### src/rtl/cua_pkg.sv
package cua_pkg;

    localparam int FRAME_OCTETS = 7;
    localparam int REPLY_OCTETS = 5;
    localparam int CHAR_BITS    = 10;

    typedef enum logic [2:0] {
        RX_IDLE,
        RX_MEAS,
        RX_START,
        RX_DATA,
        RX_STOP
    } rx_state_t;

    typedef struct packed {
        logic [7:0]  cmd;
        logic [7:0]  addr;
        logic [7:0]  index;
        logic [23:0] data;
    } cmd_t;

    function automatic logic cmd_is_write(input logic [7:0] c);
        return (c[7:4] == 4'b0010) && (c[1:0] == 2'b11);
    endfunction

    function automatic logic [7:0] sum4(input logic [7:0] a, input logic [7:0] b,
                                        input logic [7:0] c, input logic [7:0] d);
        return a + b + c + d;
    endfunction

endpackage

### src/rtl/cua_rx.sv
module cua_rx
    import cua_pkg::*;
#(
    parameter int MIN_BIT      = 20,
    parameter int MAX_BIT      = 40,
    parameter int TIMEOUT_BITS = 20,
    localparam int CW          = $clog2(MAX_BIT + 2),
    localparam int TW          = $clog2(TIMEOUT_BITS + 1)
) (
    input  logic          clk,
    input  logic          rst,
    input  logic          rxd,
    input  logic          first_octet,
    input  logic          mid_frame,
    input  logic          hold,
    output logic          octet_valid,
    output logic [7:0]    octet,
    output logic          timeout,
    output logic [CW-1:0] bit_len
);

    logic          rxd_m, rxd_s;
    rx_state_t     state;
    logic [CW-1:0] timer;
    logic [CW-1:0] cnt;
    logic [2:0]    bitn;
    logic [7:0]    shreg;
    logic [CW-1:0] idle_clk;
    logic [TW-1:0] idle_bits;

    always_ff @(posedge clk) begin
        if (rst) begin
            rxd_m <= 1'b1;
            rxd_s <= 1'b1;
        end else begin
            rxd_m <= rxd;
            rxd_s <= rxd_m;
        end
    end

    always_ff @(posedge clk) begin
        if (rst) begin
            state       <= RX_IDLE;
            timer       <= '0;
            cnt         <= '0;
            bitn        <= '0;
            shreg       <= '0;
            octet       <= '0;
            octet_valid <= 1'b0;
            bit_len     <= CW'(MIN_BIT);
        end else begin
            octet_valid <= 1'b0;
            case (state)
                RX_IDLE: begin
                    if (!hold && !rxd_s) begin
                        if (first_octet) begin
                            cnt   <= CW'(1);
                            state <= RX_MEAS;
                        end else begin
                            timer <= (bit_len >> 1) - 1'b1;
                            state <= RX_START;
                        end
                    end
                end
                RX_MEAS: begin
                    if (!rxd_s) begin
                        if (cnt <= CW'(MAX_BIT)) cnt <= cnt + 1'b1;
                    end else if (cnt >= CW'(MIN_BIT) && cnt <= CW'(MAX_BIT)) begin
                        bit_len <= cnt;
                        timer   <= (cnt >> 1) - 1'b1;
                        bitn    <= '0;
                        state   <= RX_DATA;
                    end else begin
                        state <= RX_IDLE;
                    end
                end
                RX_START: begin
                    if (timer == '0) begin
                        if (!rxd_s) begin
                            timer <= bit_len - 1'b1;
                            bitn  <= '0;
                            state <= RX_DATA;
                        end else begin
                            state <= RX_IDLE;
                        end
                    end else begin
                        timer <= timer - 1'b1;
                    end
                end
                RX_DATA: begin
                    if (timer == '0) begin
                        shreg <= {rxd_s, shreg[7:1]};
                        timer <= bit_len - 1'b1;
                        if (bitn == 3'd7) state <= RX_STOP;
                        else              bitn  <= bitn + 1'b1;
                    end else begin
                        timer <= timer - 1'b1;
                    end
                end
                RX_STOP: begin
                    if (timer == '0) begin
                        if (rxd_s) begin
                            octet_valid <= 1'b1;
                            octet       <= shreg;
                        end
                        state <= RX_IDLE;
                    end else begin
                        timer <= timer - 1'b1;
                    end
                end
                default: state <= RX_IDLE;
            endcase
        end
    end

    // idle-gap watchdog inside a frame, counted in measured bit periods
    always_ff @(posedge clk) begin
        if (rst) begin
            idle_clk  <= '0;
            idle_bits <= '0;
            timeout   <= 1'b0;
        end else begin
            timeout <= 1'b0;
            if (state == RX_IDLE && mid_frame && rxd_s && !timeout) begin
                if (idle_clk == bit_len - 1'b1) begin
                    idle_clk <= '0;
                    if (idle_bits == TW'(TIMEOUT_BITS)) begin
                        idle_bits <= '0;
                        timeout   <= 1'b1;
                    end else begin
                        idle_bits <= idle_bits + 1'b1;
                    end
                end else begin
                    idle_clk <= idle_clk + 1'b1;
                end
            end else begin
                idle_clk  <= '0;
                idle_bits <= '0;
            end
        end
    end

    AST_BITLEN_RANGE: assert property (@(posedge clk) disable iff (rst)
        bit_len >= CW'(MIN_BIT) && bit_len <= CW'(MAX_BIT));

    AST_TIMEOUT_MID_FRAME: assert property (@(posedge clk) disable iff (rst)
        timeout |-> mid_frame);

endmodule

### src/rtl/cua_frame.sv
module cua_frame
    import cua_pkg::*;
(
    input  logic          clk,
    input  logic          rst,
    input  logic          octet_valid,
    input  logic [7:0]    octet,
    input  logic          timeout,
    input  logic [23:0]   reg_rdata,
    output logic          first_octet,
    output logic          mid_frame,
    output logic          reg_valid,
    output logic          reg_write,
    output cmd_t          fields,
    output logic          cksum_err,
    output logic          tx_start,
    output logic [REPLY_OCTETS*8-1:0] reply
);

    logic [2:0] idx;
    logic [7:0] sum;
    cmd_t       asm_q;
    logic [23:0] rep_data;
    logic [REPLY_OCTETS*8-1:0] reply_next;

    assign first_octet = (idx == 3'd0);
    assign mid_frame   = (idx != 3'd0);

    always_comb begin
        rep_data   = reg_write ? fields.data : reg_rdata;
        reply_next = {sum4(fields.cmd, rep_data[23:16], rep_data[15:8], rep_data[7:0]),
                      rep_data[7:0], rep_data[15:8], rep_data[23:16], fields.cmd};
    end

    always_ff @(posedge clk) begin
        if (rst) begin
            idx       <= '0;
            sum       <= '0;
            asm_q     <= '0;
            fields    <= '0;
            reg_valid <= 1'b0;
            reg_write <= 1'b0;
            cksum_err <= 1'b0;
            tx_start  <= 1'b0;
            reply     <= '0;
        end else begin
            reg_valid <= 1'b0;
            tx_start  <= reg_valid;
            if (reg_valid) reply <= reply_next;
            if (timeout) begin
                idx <= '0;
                sum <= '0;
            end else if (octet_valid) begin
                if (idx == 3'(FRAME_OCTETS - 1)) begin
                    idx <= '0;
                    sum <= '0;
                    if (sum == octet) begin
                        fields    <= asm_q;
                        reg_write <= cmd_is_write(asm_q.cmd);
                        reg_valid <= 1'b1;
                        cksum_err <= 1'b0;
                    end else begin
                        cksum_err <= 1'b1;
                    end
                end else begin
                    sum <= sum + octet;
                    idx <= idx + 1'b1;
                    case (idx)
                        3'd0:    asm_q.cmd   <= octet;
                        3'd1:    asm_q.addr  <= octet;
                        3'd2:    asm_q.index <= octet;
                        default: asm_q.data  <= {asm_q.data[15:0], octet};
                    endcase
                end
            end
        end
    end

    AST_IDX_RANGE: assert property (@(posedge clk) disable iff (rst)
        idx < 3'(FRAME_OCTETS));

    AST_VALID_PULSE: assert property (@(posedge clk) disable iff (rst)
        reg_valid |=> !reg_valid);

    AST_ERR_NO_VALID: assert property (@(posedge clk) disable iff (rst)
        $rose(cksum_err) |-> !reg_valid);

endmodule

### src/rtl/cua_tx.sv
module cua_tx
    import cua_pkg::*;
#(
    parameter int N_OCT = REPLY_OCTETS,
    parameter int CW    = 6,
    localparam int NB   = N_OCT * CHAR_BITS,
    localparam int BW   = $clog2(NB + 1)
) (
    input  logic            clk,
    input  logic            rst,
    input  logic            start,
    input  logic [N_OCT*8-1:0] data,
    input  logic [CW-1:0]   bit_len,
    output logic            txd,
    output logic            txd_oe
);

    logic [NB-1:0] frame_bits;
    logic [NB-1:0] shreg;
    logic          active;
    logic [CW-1:0] len_q;
    logic [CW-1:0] timer;
    logic [BW-1:0] bits_left;

    for (genvar i = 0; i < N_OCT; i++) begin : g_char
        assign frame_bits[i*CHAR_BITS +: CHAR_BITS] = {1'b1, data[i*8 +: 8], 1'b0};
    end

    always_ff @(posedge clk) begin
        if (rst) begin
            shreg     <= '0;
            active    <= 1'b0;
            len_q     <= '0;
            timer     <= '0;
            bits_left <= '0;
        end else if (!active) begin
            if (start) begin
                shreg     <= frame_bits;
                len_q     <= bit_len;
                timer     <= bit_len - 1'b1;
                bits_left <= BW'(NB);
                active    <= 1'b1;
            end
        end else if (timer == '0) begin
            if (bits_left == BW'(1)) begin
                active <= 1'b0;
            end else begin
                shreg     <= {1'b1, shreg[NB-1:1]};
                bits_left <= bits_left - 1'b1;
                timer     <= len_q - 1'b1;
            end
        end else begin
            timer <= timer - 1'b1;
        end
    end

    assign txd_oe = active;
    assign txd    = active ? shreg[0] : 1'b1;

    AST_LINE_IDLE_HIGH: assert property (@(posedge clk) disable iff (rst)
        !txd_oe |-> txd);

    AST_LEN_FROZEN: assert property (@(posedge clk) disable iff (rst)
        (active && $past(active)) |-> $stable(len_q));

    AST_START_WHEN_IDLE: assert property (@(posedge clk) disable iff (rst)
        start |-> !active);

endmodule

### src/rtl/cua_top.sv
module cua_top
    import cua_pkg::*;
#(
    parameter int CLK_HZ       = 50_000_000,
    parameter int BAUD_MIN     = 19200,
    parameter int BAUD_MAX     = 38400,
    parameter int TIMEOUT_BITS = 20
) (
    input  logic        clk,
    input  logic        rst,
    input  logic        rxd,
    output logic        txd,
    output logic        txd_oe,
    output logic        reg_valid,
    output logic        reg_write,
    output logic [7:0]  reg_cmd,
    output logic [7:0]  reg_addr,
    output logic [7:0]  reg_index,
    output logic [23:0] reg_wdata,
    input  logic [23:0] reg_rdata,
    output logic        cksum_err
);

    localparam int MAX_BIT = CLK_HZ / BAUD_MIN;
    localparam int MIN_BIT = CLK_HZ / BAUD_MAX;
    localparam int CW      = $clog2(MAX_BIT + 2);

    logic          octet_valid, timeout, first_octet, mid_frame, tx_start, hold;
    logic [7:0]    octet;
    logic [CW-1:0] bit_len;
    cmd_t          fields;
    logic [REPLY_OCTETS*8-1:0] reply;

    assign hold = txd_oe | tx_start | reg_valid;

    cua_rx #(
        .MIN_BIT(MIN_BIT), .MAX_BIT(MAX_BIT), .TIMEOUT_BITS(TIMEOUT_BITS)
    ) u_rx (
        .clk(clk), .rst(rst), .rxd(rxd),
        .first_octet(first_octet), .mid_frame(mid_frame), .hold(hold),
        .octet_valid(octet_valid), .octet(octet), .timeout(timeout), .bit_len(bit_len)
    );

    cua_frame u_frame (
        .clk(clk), .rst(rst),
        .octet_valid(octet_valid), .octet(octet), .timeout(timeout),
        .reg_rdata(reg_rdata),
        .first_octet(first_octet), .mid_frame(mid_frame),
        .reg_valid(reg_valid), .reg_write(reg_write), .fields(fields),
        .cksum_err(cksum_err), .tx_start(tx_start), .reply(reply)
    );

    cua_tx #(.N_OCT(REPLY_OCTETS), .CW(CW)) u_tx (
        .clk(clk), .rst(rst), .start(tx_start), .data(reply),
        .bit_len(bit_len), .txd(txd), .txd_oe(txd_oe)
    );

    assign reg_cmd   = fields.cmd;
    assign reg_addr  = fields.addr;
    assign reg_index = fields.index;
    assign reg_wdata = fields.data;

endmodule

### config.mk
export PLATFORM = sky130hd
export DESIGN_NAME = cua_top
export DESIGN_NICKNAME = d
export VERILOG_FILES = /design/src/rtl/cua_pkg.sv /design/src/rtl/cua_rx.sv /design/src/rtl/cua_frame.sv /design/src/rtl/cua_tx.sv /design/src/rtl/cua_top.sv
export SDC_FILE = /design/constraint.sdc
export NUM_CORES = 1
export LEC_CHECK = 0
export CAP_MARGIN = 20
export CORE_MARGIN = 10
export CORE_UTILIZATION = 41
export CTS_CLUSTER_SIZE = 16
export DETAILED_ROUTE_END_ITERATION = 8
export DONT_BUFFER_PORTS = 1
export SLEW_MARGIN = 20
export SYNTH_ARGS = -nofsm -noshare
export SYNTH_HDL_FRONTEND = slang
export SYNTH_HIERARCHICAL = 1
export SYNTH_SLANG_ARGS = --single-unit
export TNS_END_PERCENT = 5
### constraint.sdc
create_clock -name clk -period 5.4 [get_ports clk]
set_input_delay 0.81 -clock clk [delete_from_list [all_inputs] [get_ports clk]]
set_output_delay 0.81 -clock clk [all_outputs]
set_load 0.01 [all_outputs]
; ---- After elaboration in Yosys (flattened, before gate mapping)
; Cells that the tools add are included.
[op_classes]
n_addsub = 16
magnitude_cmp = 2
n_eq_ne = 32
mux = 56
bitwise = 11
n_reduce_logical = 41
[op_table]
columns = op, n
row1 = $mux W50, 4
row2 = $mux W12, 16
row3 = $pmux W12 S5, 1
row4 = $sub A12 B1 Y12 const B, 4
row5 = $mux W3, 13
row6 = $add A8 B8 Y8, 4
row7 = $add A12 B1 Y12 const B, 2
row8 = $logic_not A12 Y1, 2
row9 = $mux W24, 1
row10 = $mux W6, 4
row11 = $pmux W12 S2, 1
row12 = $sub A11 B1 Y12 const B, 2
row13 = $reduce_and A4 Y1, 5
row14 = $ne A2 B1 Y1 const B, 8
row15 = $ne A2 B2 Y1 const B, 8
row16 = $pmux W3 S5, 1
row17 = $reduce_and A7 Y1, 2
row18 = $eq A12 B12 Y1, 1
row19 = $ge A12 B11 Y1 const B, 1
row20 = $le A12 B12 Y1 const B, 1
row21 = $reduce_and A3 Y1, 4
row22 = $reduce_or A3 Y1, 4
row23 = $eq A3 B2 Y1 const B, 3
row24 = $eq A3 B3 Y1 const B, 3
row25 = other kinds (28), 63
[totals]
register_bits = 311
in_bits = 27
elab_cells = 191

; ---- Longest topological paths before layout
; Gate-level depths: netlist (run 1).
[logic_depth]
word_depth = 6
depth_mapped = 15

; ---- By module
; Netlist (run 1), hierarchy kept.
[by_module_without_submodules]
columns = mod, n_inst, cells_per_inst, area_each_um2
row1 = cua_frame, 1, 706, 6531.3
row2 = cua_rx, 1, 606, 4923.5
row3 = cua_tx, 1, 458, 3997.6
row4 = cua_top, 1, 1, 6.3

; ---- Worst setup path after synthesis (run 1)
; No wires, ideal clock.
[synth_timing]
path_type = reg2reg
start = register u_frame.reg_write
end = register u_frame.reply[39]
arrival_ns = 3.823
required_ns = 5.314
path_slack_ns = 1.492
path_stages_with_launch = 16
path_cell_list = dfxtp_1 > clkbuf_1 > buf_2 > mux2i_1 > fa_1 > fa_1 > inv_1 > ha_1 > fa_1 > a21o_1 > a21oi_1 > nor2b_1 > o21ai_0 > nand2b_1 > xnor2_1 > a211oi_1
[synth_between]
elab_chain_len = 4
[synth_rtl]
columns = item, line
row1 = start: declaration, cua_frame.sv:13  ; output logic reg_write,
row2 = start signal: assignment, cua_frame.sv:59  ; reg_write <= cmd_is_write(asm_q.cmd);
row3 = $mux W24 *, cua_frame.sv:30  ; rep_data = reg_write ? fields.data : reg_rdata;
row4 = $add A8 B8 Y8 (2 in a row), cua_pkg.sv:28  ; return a + b + c + d;
row5 = $add A8 B8 Y8 *, cua_pkg.sv:28
row6 = end signal: assignment, cua_frame.sv:49  ; if (reg_valid) reply <= reply_next;
row7 = end: declaration, cua_frame.sv:17  ; output logic [REPLY_OCTETS*8-1:0] reply
; Mark *: on every way between the ends. The rest lies on a longest branch, timed or not.
; A chain may end at the register's enable or synchronous reset.

; ---- Worst setup path after layout (run 1)
; Same ends and word-level chain as after synthesis.

==> results.sh, run 1 <==
export IMPL_outcome="finished clean"
export IMPL_ir_drop_v=0.000230
export IMPL_grt_usage_pct=15.7
export IMPL_design_area_um2=16700
export IMPL_antenna_found_initial=0
export IMPL_synthFlopType="dfxtp_1"
export IMPL_die_area_um2=45900
export IMPL_drc_errors=0
export IMPL_dr_pass1_iters=5
export IMPL_post_route_period_util_pct=77.6
export IMPL_netlist_instances=1771
export IMPL_die_width_um=214
export IMPL_synth_area_um2=15500
export IMPL_worst_pin_slew_ns=0.960
export IMPL_rrSetupSlack_ns=1.21
export IMPL_critPathBufInv=2
export IMPL_cts_tree="done"
export IMPL_synth_cell_types=99
export IMPL_synth_edf_count=0
export IMPL_cts_hold_buf=0
export IMPL_ctsResizeCount=0
export IMPL_clk_latency_ns=0.54
export IMPL_crit_path_start_kind="flop"
export IMPL_crit_chain="buf_4, mux2i_1, fa_1, fa_1, inv_1, ha_1, fa_1, a21o_1, a21oi_1, nor2b_1, o21ai_0, nand2b_1, xnor2_1, a211oi_1"
export IMPL_p_per_area_nw_per_um2=305
export IMPL_cts_buffers=36
export IMPL_fin_util_pct=44.7
export IMPL_grt_pass1_wl_um=61100
export IMPL_holdCritStartpoint="rxd"
export IMPL_worstPathMaxFanout=11
export IMPL_r2r_start="u_frame/reg_write$_SDFFE_PP0P_"
export IMPL_wl_um=37400
export IMPL_setup_slack_ns=1.21
export IMPL_clockRootBuffer="clkbuf_16"
export IMPL_vias=12018
export IMPL_critPathSlowestCell="dfxtp_1"
export IMPL_critPathRequiredTime_ns=5.83
export IMPL_wl_per_cell_um=16.8
export IMPL_worstRegToRegCells=14
export IMPL_rsz0062_at_grt="false"
export IMPL_start_util_pct=41.3
export IMPL_async_flop_share_pct=0
export IMPL_timing_slew_headroom_pct=36.0
export IMPL_postCtsSetupRepairBufs=0
export IMPL_place_ws_ns=1.28
export IMPL_max_stage_delay_ns=0.69
export IMPL_min_path_type="in2reg"
export IMPL_mappedNetlistNets=1840
export IMPL_final_setup_tns_ns=0
export IMPL_post_synth_cell_area_avg_um2=8.73
export IMPL_diodes=0
export IMPL_grt_overflow=0
export IMPL_cap_violations=0
export IMPL_ant_nets=0
export IMPL_slew_violations=0
export IMPL_cts_path_max_buffers=3
export IMPL_syn_to_final_growth_pct=8.22
export IMPL_grt_max_degree=268
export IMPL_final_hold_viol_count=0
export IMPL_path_class="reg2reg"
export IMPL_p_leak_nw=5.43
export IMPL_clkSlewWorstSetupHoldPaths_ns=0.06
export IMPL_critPathArrivalTime_ns=4.62
export IMPL_crit_top_cell="fa_1"
export IMPL_final_nets=1754
export IMPL_max_freq_mhz=239
export IMPL_cp_top_family="adder cells"
export IMPL_hold_depth=1
export IMPL_dp_final_hpwl_um=25000
export IMPL_hold_end="u_rx/rxd_m$_SDFF_PP1_"
export IMPL_drtIter0Drc=808
export IMPL_drive_gt1_share_pct=7.60
export IMPL_die_h_um=214
export IMPL_io_buffers=0
export IMPL_yosysWarningCount=6
export IMPL_via_per_inst=5.41
export IMPL_finalNonFillerCells=2222
export IMPL_cp_end_kind="flop"
export IMPL_cts_sinks=311
export IMPL_std_cell_rows=71
export IMPL_gp_congestion=0.889
export IMPL_grt_pass1_vias=11335
export IMPL_htreeDepth=2
export IMPL_synth_seq_cells=311
export IMPL_postPlaceCellArea_um2=15500
export IMPL_core_area_um2=37400
export IMPL_fin_crit_ns=4.19
export IMPL_dp_cells=2158
export IMPL_setup_violations=0
export IMPL_reg2reg_to="u_frame/reply[39]$_SDFFE_PP0P_"
export IMPL_clock_skew_ns=0.0178
export IMPL_ioPinCount=80
export IMPL_ys_seq_area_share_pct=40.3
==> state kept, by name, summed over array words and instances (netlist names), 8 cells and up <==
name            flops
u_frame/asm_q      48
u_frame/fields     48
u_frame/reply      40
u_frame/sum         8
u_rx/bit_len       12
u_rx/cnt           12
u_rx/idle_clk      12
u_rx/octet          8
u_rx/shreg          8
u_rx/timer         12
u_tx/len_q         12
u_tx/shreg         50
u_tx/timer         12
==> cell families (layout without fill, tap and decap cells) <==
family	Yosys count	count (layout)	synth area share, %
AOI/OAI and AO/OA	353	353	15.2
xor gates and xnor gates	73	73	4.22
adders and majority gates	42	42	4.13
buffers and inverters	186	126	5.60
DFF	311	311	40.3
muxes	164	164	10.7
and+or+nand+nor	642	642	19.9
==> power by group <==
part           internal [mW]  switching [mW]
registers               2.31          0.0183
clock network           1.49           0.975
logic                  0.139           0.183
total                   3.93            1.18
==> per-layer routing <==
layer  vias to the layer above  wire, µm  global-route usage [%]
met2                       226     17200                    25.2
met3                        52      1790                    2.79
li1                       6001         -                       -
met5                         -         0                       0
met1                      5739     17700                    21.3
met4                         0       764                    4.44
==> layout by cell type (no fill, tap or decap), types with 8 or more instances in the layout <==
master,n
a211oi_1,73
a21oi_1,137
a31oi_1,11
and3_1,9
buf_4,11
clkbuf_16,36
clkbuf_8,11
dfxtp_1,309
fa_1,15
ha_1,27
inv_1,50
mux2_2,10
mux2i_1,154
nand2_1,203
nand2b_1,13
nand3_1,30
nand3b_1,8
nand4_1,13
nor2_1,249
nor2b_1,12
nor3_1,30
nor4_1,9
o21ai_0,37
xnor2_1,48
xor2_1,24
==> worst max path at each step <==
stage	end	slack, ns	depth (start not counted)	start
floorplan	u_frame/reply[39]$_SDFFE_PP0P_	1.49	15	u_frame/reg_write$_SDFFE_PP0P_
global placement	u_frame/reply[39]$_SDFFE_PP0P_	1.36	14	u_frame/reg_write$_SDFFE_PP0P_
detailed placement	u_frame/reply[39]$_SDFFE_PP0P_	1.28	14	u_frame/reg_write$_SDFFE_PP0P_
CTS	u_frame/reply[39]$_SDFFE_PP0P_	1.23	14	u_frame/reg_write$_SDFFE_PP0P_
global route	u_frame/reply[39]$_SDFFE_PP0P_	0.97	14	u_frame/reg_write$_SDFFE_PP0P_
finish	u_frame/reply[39]$_SDFFE_PP0P_	1.21	14	u_frame/reg_write$_SDFFE_PP0P_
==> area by class of cell <==
cell class                      instances  area [µm²]
Timing Repair Buffer                   11        82.6
Clock buffer                           54        1080
Inverter                               51         191
Multi-Input combinational cell       1274        8380
Tap cell                              511         639
Sequential cell                       311        6230
Fill cell                            3622       20700
Clock inverter                         10         130
==> through the flow <==
| step | power [mW] | hold WS (ns) |
|---|---|---|
| global placement | 2.69 | 0.401 |
| floorplan | 2.67 | 0.389 |
| global route | 5.31 | 0.370 |
| detailed placement | 2.69 | 0.405 |
| finish | 5.11 | 0.392 |
| CTS | 5.17 | 0.370 |
==> cells in the mapped netlist (all sizes together), types with 35 or more instances <==
master,number,area [µm²]
mux2i,154,1540
dfxtp,311,6230
clkbuf,68,258
nor2,251,952
nor3,35,213
a211oi,73,548
nand2,204,768
inv,50,188
xnor2,48,420
buf,67,417
a21oi,142,737
o21ai,41,209
No activity file was read; power rests on OpenSTA's default activity.
==> inputs of run 2 (changes only) <==
--- a/config.mk
+++ b/config.mk
@@ -5,6 +5,7 @@
 export SDC_FILE = /design/constraint.sdc
 export NUM_CORES = 1
 export LEC_CHECK = 0
+export ABC_AREA = 1
 export CAP_MARGIN = 20
 export CORE_MARGIN = 10
 export CORE_UTILIZATION = 41
==> constraint.sdc (replaced) <==
create_clock -name clk -period 3.5 [get_ports clk]
set_input_delay 0.525 -clock clk [delete_from_list [all_inputs] [get_ports clk]]
set_output_delay 0.525 -clock clk [all_outputs]
set_load 0.01 [all_outputs]
==> results.sh, run 2 <==
export IMPL_grt_pass1_wl_um=70400
export IMPL_critPathArrivalTime_ns=3.74
export IMPL_cts_buffers=37
export IMPL_synth_seq_cells=311
export IMPL_drtIter0Drc=1169
export IMPL_yosysMostFrequentCell="nand2_1"
export IMPL_slew_violations=0
export IMPL_post_synth_cell_area_avg_um2=7.04
export IMPL_die_area_um2=46600
export IMPL_yosysWarningCount=6
export IMPL_fin_crit_ns=3.31
export IMPL_start_util_pct=41.7
export IMPL_synth_cell_types=54
export IMPL_cts_tree="done"
export IMPL_critPathRequiredTime_ns=3.93
export IMPL_cts_path_max_buffers=3
export IMPL_via_per_inst=5.23
export IMPL_async_flop_share_pct=0
export IMPL_ant_nets=0
export IMPL_synth_top_cell_area_share_pct=39.6
export IMPL_largest_reg_flops=50
export IMPL_path_class="reg2reg"
export IMPL_fillers=3855
export IMPL_place_ws_ns=0.213
export IMPL_die_h_um=216
export IMPL_final_cell_mix="nand2_1, dfxtp_1, inv_1"
export IMPL_clock_skew_ns=0.0154
export IMPL_gp_congestion=0.897
export IMPL_cp_end_kind="flop"
export IMPL_crit_path_start_kind="flop"
export IMPL_setup_violations=0
export IMPL_multi_input_area_um2=7980
export IMPL_htreeDepth=2
export IMPL_timing_slew_headroom_pct=39.7
export IMPL_core_area_um2=37800
export IMPL_vias=14179
export IMPL_min_path_type="in2reg"
export IMPL_clockRootBuffer="clkbuf_16"
export IMPL_cap_violations=0
export IMPL_drive_gt1_share_pct=6.82
export IMPL_regArea_um2=6230
export IMPL_synth_area_um2=15700
export IMPL_dr_pass1_iters=6
export IMPL_reg_top3="u_tx/shreg: 50 flops, u_frame/asm_q: 48 flops, u_frame/fields: 48 flops"
export IMPL_grt_overflow=0
export IMPL_rsz0062_at_grt="false"
export IMPL_post_route_period_util_pct=94.4
export IMPL_cts_sinks=311
export IMPL_diodes=0
export IMPL_synth_commonest_cells="nand2_1, dfxtp_1, inv_1"
export IMPL_std_cell_rows=71
export IMPL_mappedNetlistNets=2304
export IMPL_ir_drop_v=0.000326
export IMPL_final_nets=2243
export IMPL_grt_usage_pct=18.1
export IMPL_worstPathMaxFanout=16
export IMPL_synth_area_leaders="dfxtp_1, nand2_1, nand3_1"
export IMPL_synth_edf_count=0
export IMPL_max_freq_mhz=303
export IMPL_io_buffers=0
export IMPL_final_setup_tns_ns=0
export IMPL_mostFrequentLayoutCell="nand2_1"
export IMPL_largest_register="u_tx/shreg"
export IMPL_outcome="finished clean"
export IMPL_antenna_found_initial=0
export IMPL_wl_um=43300
export IMPL_dp_final_hpwl_um=30400
export IMPL_total_power_mw=9.59
export IMPL_wl_per_cell_um=16.0
export IMPL_ioPinCount=80
export IMPL_final_hold_viol_count=0
export IMPL_worst_pin_slew_ns=0.904
export IMPL_netlist_instances=2235
export IMPL_p_leak_nw=7.25
export IMPL_grt_pass1_vias=13337
export IMPL_synth_area_leader_cell="dfxtp_1"
export IMPL_drc_errors=0
export IMPL_synthFlopType="dfxtp_1"
export IMPL_syn_to_final_growth_pct=9.00
export IMPL_clk_latency_ns=0.54
export IMPL_grt_max_degree=93
export IMPL_die_width_um=216
export IMPL_postCtsSetupRepairBufs=0
export IMPL_p_per_area_nw_per_um2=559
export IMPL_clkSlewWorstSetupHoldPaths_ns=0.06
export IMPL_ys_seq_area_share_pct=39.6
export IMPL_setup_slack_ns=0.195
## run 2: changes by cell type after synthesis, moves of 18 or more
cell      delta
nand2_1    +311
inv_1      +185
nand3_1    +163
o21ai_0    +155
mux2i_1    -139
a211oi_1    -62
xnor2_1     -44
a31oi_1     +37
a21oi_1     -28
nand4_1     +20
nor2_1      -18
## run 2: power breakdown
| group | switching, mW | leakage, nW | internal [mW] | total (mW) |
|---|---|---|---|---|
| Clock | 1.55 | 0.590 | 2.27 | 3.82 |
| Combinational | 1.24 | 4.15 | 0.648 | 1.89 |
| Sequential | 0.198 | 2.51 | 3.68 | 3.88 |
| Total | 2.99 | 7.25 | 6.60 | 9.59 |
## run 2: final timing paths
| check | from | end | slack [ns] | cells after the start |
|---|---|---|---|---|
| max reg2reg | u_frame/reg_write$_SDFFE_PP0P_ | u_frame/reply[37]$_SDFFE_PP0P_ | 0.19 | 12 |
| min | rxd | u_rx/rxd_m$_SDFF_PP1_ | 0.09 | 1 |
| min reg2reg | u_rx/rxd_m$_SDFF_PP1_ | u_rx/rxd_s$_SDFF_PP1_ | 0.41 | 1 |
| max | u_frame/reg_write$_SDFFE_PP0P_ | u_frame/reply[37]$_SDFFE_PP0P_ | 0.19 | 12 |
## run 2: cells by family (layout without fill, tap and decap cells)
family,after synthesis,in the layout,synth area share (%)
flops,311,311,39.6
compound gates,414,414,14.6
mux,15,15,0.955
xor+xnor,30,30,1.67
simple gates,1060,1060,29.4
buf+inv,363,328,9.72
fa+ha+maj,42,42,4.06
## run 2: what timing repair did
item,in CTS,in global routing
gates resized for setup,0,1
setup endpoints to repair,0,2
hold endpoints to repair,0,0
hold buffers,0,0
## run 2: per-stage QoR
stage | util, % | instances | hold slack [ns] | instance area [µm²]
2_1_floorplan | - | 2235 | 0.389 | 15700
3_3_place_gp | 42.2 | 2646 | 0.399 | 15900
3_5_place_dp | 42.2 | 2646 | 0.396 | 15900
4_1_cts | 45.4 | 2711 | 0.0607 | 17100
5_1_grt | 45.4 | 2711 | 0.0610 | 17100
6_report | 45.4 | 2711 | 0.0907 | 17100
## run 2: area by class of cell
| cell class | count | share of cell area, % |
|---|---|---|
| multi-input cells | 1561 | 46.5 |
| flip-flops and latches | 311 | 36.3 |
| clock buffers | 49 | 6.13 |
| inverters | 246 | 5.39 |
| well taps | 511 | 3.73 |
| repair buffers | 17 | 0.963 |
| clock inverters | 16 | 0.920 |
## run 2: routing by layer
metal	wire (µm)	track usage (%)	vias up
met5	0	0	-
met4	874	4.95	0
met3	1920	3.03	60
met2	20400	30.1	323
met1	20100	23.8	6631
li1	-	-	7165
## run 2: critical path, stage by stage, from the launching register on
cell	delay, ns
dfxtp_1	0.41
buf_12	0.19
mux2i_1	0.31
fa_1	0.52
fa_1	0.53
inv_1	0.05
ha_1	0.23
fa_1	0.43
nand3_1	0.12
nand2_1	0.06
xor2_1	0.14
o21ai_0	0.14
inv_1	0.05
